--- config.mk ---
export PLATFORM = sky130hd
export DESIGN_NAME = sdram_colseq
export DESIGN_NICKNAME = d
export VERILOG_FILES = /design/src/rtl/sdram_colseq_pkg.sv /design/src/rtl/colseq_len_dec.sv /design/src/rtl/colseq_beat_ctr.sv /design/src/rtl/colseq_addr_gen.sv /design/src/rtl/sdram_colseq.sv
export SDC_FILE = /design/constraint.sdc
export NUM_CORES = 1
export LEC_CHECK = 0
export BUFFER_PORTS_ARGS = -buffer_cell sky130_fd_sc_hd__buf_4
export CORE_MARGIN = 1
export CORE_UTILIZATION = 50
export DETAILED_ROUTE_END_ITERATION = 7
export PLACE_DENSITY = 0.72
export SYNTH_ARGS = -nofsm -noshare
export SYNTH_HDL_FRONTEND = slang
export SYNTH_SLANG_ARGS = --single-unit
--- constraint.sdc ---
create_clock -name clk -period 2.4 [get_ports clk]
set_clock_uncertainty 0.1 [all_clocks]
set_input_delay 0.48 -clock clk [delete_from_list [all_inputs] [get_ports clk]]
set_output_delay 0.48 -clock clk [all_outputs]
set_load 0.02 [all_outputs]
--- src/rtl/sdram_colseq_pkg.sv ---
package sdram_colseq_pkg;
  // width of the log2 burst length field (max fixed length 2**(2**LG_W-1))
  localparam int LG_W = 2;

  typedef struct packed {
    logic            full;  // full-page burst
    logic [LG_W-1:0] lg;    // log2 of fixed length
  } blen_t;
endpackage

--- src/rtl/colseq_len_dec.sv ---
module colseq_len_dec
  import sdram_colseq_pkg::*;
#(
  parameter int CODE_W = 3,
  parameter logic [CODE_W-1:0] FULL_CODE = 3'b111
) (
  input  logic [CODE_W-1:0] code_i,
  input  logic              is_write_i,
  input  logic              wr_single_i,
  output blen_t             blen_o
);
  always_comb begin
    blen_o = '0;
    if (!(is_write_i && wr_single_i)) begin
      if (code_i == FULL_CODE) begin
        blen_o.full = 1'b1;
      end else if (code_i < CODE_W'(2 ** LG_W)) begin
        blen_o.lg = LG_W'(code_i);
      end
    end
  end
endmodule

--- src/rtl/colseq_beat_ctr.sv ---
module colseq_beat_ctr
  import sdram_colseq_pkg::*;
#(
  parameter int COL_W = 8
) (
  input  logic             clk,
  input  logic             rst_n,
  input  logic             start_i,
  input  logic             term_i,
  input  blen_t            blen_i,
  output logic             active_o,
  output logic             last_o,
  output logic             full_o,
  output logic [LG_W-1:0]  lg_o,
  output logic [COL_W-1:0] beat_o
);
  localparam logic [COL_W-1:0] ONE = COL_W'(1);

  logic [COL_W-1:0] lim;

  assign lim    = (ONE << lg_o) - ONE;
  assign last_o = active_o && !full_o && (beat_o == lim);

  always_ff @(posedge clk) begin
    if (!rst_n) begin
      active_o <= 1'b0;
      full_o   <= 1'b0;
      lg_o     <= '0;
      beat_o   <= '0;
    end else if (start_i) begin
      active_o <= 1'b1;
      full_o   <= blen_i.full;
      lg_o     <= blen_i.lg;
      beat_o   <= '0;
    end else if (active_o) begin
      if (term_i || last_o) active_o <= 1'b0;
      else                  beat_o   <= beat_o + ONE;
    end
  end


  last_ends_chk: assert property (@(posedge clk) disable iff (!rst_n)
    last_o && !start_i |=> !active_o);
endmodule

--- src/rtl/colseq_addr_gen.sv ---
module colseq_addr_gen
  import sdram_colseq_pkg::*;
#(
  parameter int COL_W = 8
) (
  input  logic             clk,
  input  logic             rst_n,
  input  logic             start_i,
  input  logic [COL_W-1:0] col_i,
  input  logic             ilv_i,
  input  logic             full_i,
  input  logic [LG_W-1:0]  lg_i,
  input  logic [COL_W-1:0] beat_i,
  output logic [COL_W-1:0] col_o
);
  localparam logic [COL_W-1:0] ONE = COL_W'(1);

  logic [COL_W-1:0] sc_q;
  logic             ilv_q;
  logic [COL_W-1:0] mask, low;

  always_ff @(posedge clk) begin
    if (!rst_n) begin
      sc_q  <= '0;
      ilv_q <= 1'b0;
    end else if (start_i) begin
      sc_q  <= col_i;
      ilv_q <= ilv_i;
    end
  end

  always_comb begin
    mask  = full_i ? '1 : ((ONE << lg_i) - ONE);
    low   = ilv_q ? (sc_q ^ beat_i) : (sc_q + beat_i);
    col_o = (sc_q & ~mask) | (low & mask);
  end
endmodule

--- src/rtl/sdram_colseq.sv ---
module sdram_colseq
  import sdram_colseq_pkg::*;
#(
  parameter int COL_W  = 8,
  parameter int CODE_W = 3
) (
  input  logic              clk,
  input  logic              rst_n,
  input  logic              start_i,
  input  logic [COL_W-1:0]  start_col_i,
  input  logic [CODE_W-1:0] len_code_i,
  input  logic              ilv_i,
  input  logic              wr_single_i,
  input  logic              is_write_i,
  input  logic              term_i,
  output logic [COL_W-1:0]  col_o,
  output logic              col_valid_o,
  output logic              col_last_o
);
  localparam int BLK_LO = 2 ** LG_W - 1;

  blen_t            blen;
  logic             full_w;
  logic [LG_W-1:0]  lg_w;
  logic [COL_W-1:0] beat_w;

  colseq_len_dec #(.CODE_W(CODE_W)) u_dec (
    .code_i      (len_code_i),
    .is_write_i  (is_write_i),
    .wr_single_i (wr_single_i),
    .blen_o      (blen)
  );

  colseq_beat_ctr #(.COL_W(COL_W)) u_ctr (
    .clk      (clk),
    .rst_n    (rst_n),
    .start_i  (start_i),
    .term_i   (term_i),
    .blen_i   (blen),
    .active_o (col_valid_o),
    .last_o   (col_last_o),
    .full_o   (full_w),
    .lg_o     (lg_w),
    .beat_o   (beat_w)
  );

  colseq_addr_gen #(.COL_W(COL_W)) u_addr (
    .clk     (clk),
    .rst_n   (rst_n),
    .start_i (start_i),
    .col_i   (start_col_i),
    .ilv_i   (ilv_i && !blen.full),
    .full_i  (full_w),
    .lg_i    (lg_w),
    .beat_i  (beat_w),
    .col_o   (col_o)
  );


  start_col_chk: assert property (@(posedge clk) disable iff (!rst_n)
    start_i |=> col_valid_o && col_o == $past(start_col_i));

  term_stop_chk: assert property (@(posedge clk) disable iff (!rst_n)
    term_i && !start_i |=> !col_valid_o);

  block_hold_chk: assert property (@(posedge clk) disable iff (!rst_n)
    col_valid_o && !full_w && !start_i |=>
      col_o[COL_W-1:BLK_LO] == $past(col_o[COL_W-1:BLK_LO]));

  page_step_chk: assert property (@(posedge clk) disable iff (!rst_n)
    col_valid_o && full_w && !start_i && !term_i |=>
      col_o == COL_W'($past(col_o) + 1'b1) && !col_last_o);
endmodule

==> impl_metrics.json <==
{
  "status": "finished, violations left",
  "violations": "setup timing",
  "ioPinCount": 28,
  "insertion_delay_ns": 0.31,
  "die_h_um": 57.5,
  "drt_iter0_drc": 73,
  "dp_hpwl_mm": 2.81,
  "worst_pin_slew_ns": 0.504,
  "synth-seq-cells": 21,
  "place_area_um2": 1860,
  "n_antenna_cell": 0,
  "max_freq_mhz": 362,
  "synthSimpleGateAreaFrac": 0.285,
  "routed_wirelength_mm": 4.00,
  "rsz0062_at_grt": "true",
  "grt_first_pass_wirelength_mm": 6.80,
  "final_nets": 264,
  "cts_tree": "yes",
  "numPortBuffers": 27,
  "synth_top_family_by_area": "simple AND/OR/NAND/NOR gates",
  "seq_area_frac_synth": 0.273,
  "ys_async_sr_fraction": 0,
  "fin_ws_ns": -0.365,
  "design_area_um2": 2100,
  "hold_depth": 3,
  "synth-warning-count": 0,
  "finalHoldViolCount": 0,
  "slew_viol_final": 0,
  "netlist_instances": 189,
  "worstSetupStartpointType": "flip-flop",
  "cts_made_buffers": 3,
  "finalSetupTns_ns": -1.11,
  "path_clk_slew_ns": 0.13,
  "cp_max_fo": 2,
  "grt_pass1_vias": 1501,
  "vias_per_cell": 5.71,
  "end_kind": "output pin",
  "grt_overflow": 0,
  "antenna_found_initial": 0,
  "post_route_cells_drive_above_1_share": 0.389,
  "fillers": 207,
  "multi_input_area_um2": 1170,
  "ant_nets": 0,
  "worstPathArrival_ns": 2.19,
  "fin_util": 0.742,
  "synth_edf_count": 0,
  "setup_viol": 6,
  "area_delta_synth_final_pct": 36.4,
  "syn-num-nets": 218,
  "report.power.total_w": 0.000758,
  "avgSynthCellArea_um2": 8.14,
  "crit_type": "reg -> out",
  "htreeDepth": 1,
  "ys.flop_type": "dfxtp_1",
  "vias": 1512,
  "clock_sinks": 21,
  "gp_congestion": 0.855,
  "min_period_ns": 2.77,
  "cts_root_buffer": "clkbuf_4",
  "wl_per_cell_um": 15.1,
  "ir_drop_v": 0.000309,
  "worstPathRequired_ns": 1.82,
  "die_w_um": 57.5,
  "reg2reg_depth": 10,
  "initial_core_util": 0.544,
  "route.detailed.drc": 0,
  "synth_mux_area_frac": 0.0935,
  "drv_cap": 0,
  "netlist_area_um2": 1540,
  "clk_path_buf_depth": 2,
  "synth_compound_area_frac": 0.163,
  "grtUsageTotal": 0.264,
  "synth_xor_area_frac": 0.0398,
  "power_density_nw_per_um2": 361,
  "coreArea_um2": 2830,
  "maxSlewHeadroom": 0.664,
  "rows": 19,
  "dieArea_um2": 3300,
  "synthAdderAreaFrac": 0.0943,
  "hp-class": "in -> reg",
  "p_leak_nw": 0.840,
  "grt_max_degree": 15,
  "ys_types": 46,
  "drt_first_pass_iters": 4,
  "hold_slack_ns": 0.261,
  "seq_area_um2": 438,
  "finalCritPeriodShare": 1.15
}
synthesized netlist by cell type (all sizes together), types with 2 or more instances:
cell type / count / area [um2]
dfxtp: 21 / 420
a211oi: 2 / 15.0
nand2: 17 / 63.8
nand2b: 5 / 31.3
nand3: 7 / 35.0
a21oi: 15 / 75.1
inv: 12 / 45.0
clkbuf: 2 / 7.51
mux2i: 11 / 110
or4: 4 / 30.0
a21o: 3 / 23.8
xnor2: 3 / 26.3
o31ai: 4 / 30.0
a21boi: 2 / 15.0
mux2: 3 / 33.8
ha: 10 / 125
nor2b: 13 / 81.3
nor3b: 2 / 15.0
xor2: 4 / 35.0
buf: 4 / 25.0
or2: 2 / 12.5
or3: 2 / 12.5
nor2: 12 / 45.0
o21ai: 9 / 45.0
nand4: 3 / 18.8
nor4: 3 / 31.3
nor4b: 2 / 17.5
final timing paths:
kind,startpoint,to,slack (ns)
worst max-delay path,u_ctr.beat_o[0]$_SDFFE_PP0P_,col_o[6],-0.37
worst min-delay path,len_code_i[1],u_ctr.lg_o[1]$_SDFFE_PN0P_,0.26
worst max register to register,u_ctr.lg_o[1]$_SDFFE_PN0P_,u_ctr.beat_o[2]$_SDFFE_PP0P_,0.08
worst min register to register,u_ctr.beat_o[5]$_SDFFE_PP0P_,u_ctr.beat_o[5]$_SDFFE_PP0P_,0.42
layout by cell type, fill, tap and decap left out, types with 2 or more instances in the layout:
cell type,count
nor2b_1,11
xnor2_1,3
dfxtp_4,2
nand4_1,3
o21ai_1,6
ha_1,4
buf_4,42
dfxtp_2,8
o31ai_1,4
buf_6,5
clkbuf_4,3
nand2b_1,5
mux2i_1,11
mux2_4,2
dfxtp_1,11
xor2_1,4
or4_1,4
nor2_1,12
or3_1,2
inv_1,9
o21ai_0,2
nor4b_1,2
a21boi_0,2
a21oi_1,14
nand3_1,6
ha_4,5
a21o_1,2
nand2_1,16
nor2b_2,2
critical path, cell delays in order (launching register included):
cell	delay, ns
dfxtp_4	0.38
ha_4	0.13
inv_2	0.04
fa_2	0.35
nor2b_2	0.14
o21ai_2	0.08
a21o_1	0.20
a2111o_1	0.38
nand3_2	0.07
buf_6	0.11
flip-flops by register name, indices dropped and copies added (netlist names):
name	flops
u_addr.sc_q	8
u_ctr.beat_o	8
u_ctr.lg_o	2
u_addr.ilv_q	1
u_ctr.active_o	1
u_ctr.full_o	1
where the power goes:
part	switching (W)	internal (W)
logic	0.0000987	0.000105
registers	0.0000120	0.000360
clock network	0.000120	0.0000624
total	0.000231	0.000527
through the flow:
stage / std cells / setup slack [ns]
2_1_floorplan: 189 / 0.00162
3_3_place_gp: 254 / -0.0839
3_5_place_dp: 254 / -0.126
4_1_cts: 263 / -0.345
5_1_grt: 265 / -0.452
6_report: 265 / -0.365
repair_timing:
item,4_1_cts,5_1_grt
hold endpoints to repair,0,0
gates resized for setup,31,17
pin swaps,12,11
endpoints found under the setup margin,8,12
hold buffers,0,0
setup buffers,5,3
cloned,0,0
logic make-up after synthesis:
| family | Yosys count |
|---|---|
| compound gates | 40 |
| flops | 21 |
| xor+xnor | 7 |
| fa+ha+maj | 11 |
| mux | 14 |
| simple gates | 78 |
| buf+inv | 18 |
metal layers:
layer | global-route usage | wire length (um)
met1 | 0.346 | 1730
met2 | 0.453 | 1980
met3 | 0.0227 | 211
met4 | 0.0906 | 81
met5 | 0 | 0
cell type report:
type,count,area share
multi-input cells,150,0.558
well taps,31,0.0185
flip-flops and latches,21,0.209
clock buffers,3,0.0107
inverters,12,0.0250
clock inverters,1,0.00238
repair buffers,47,0.177
Power figures use the tool's default switching activity.
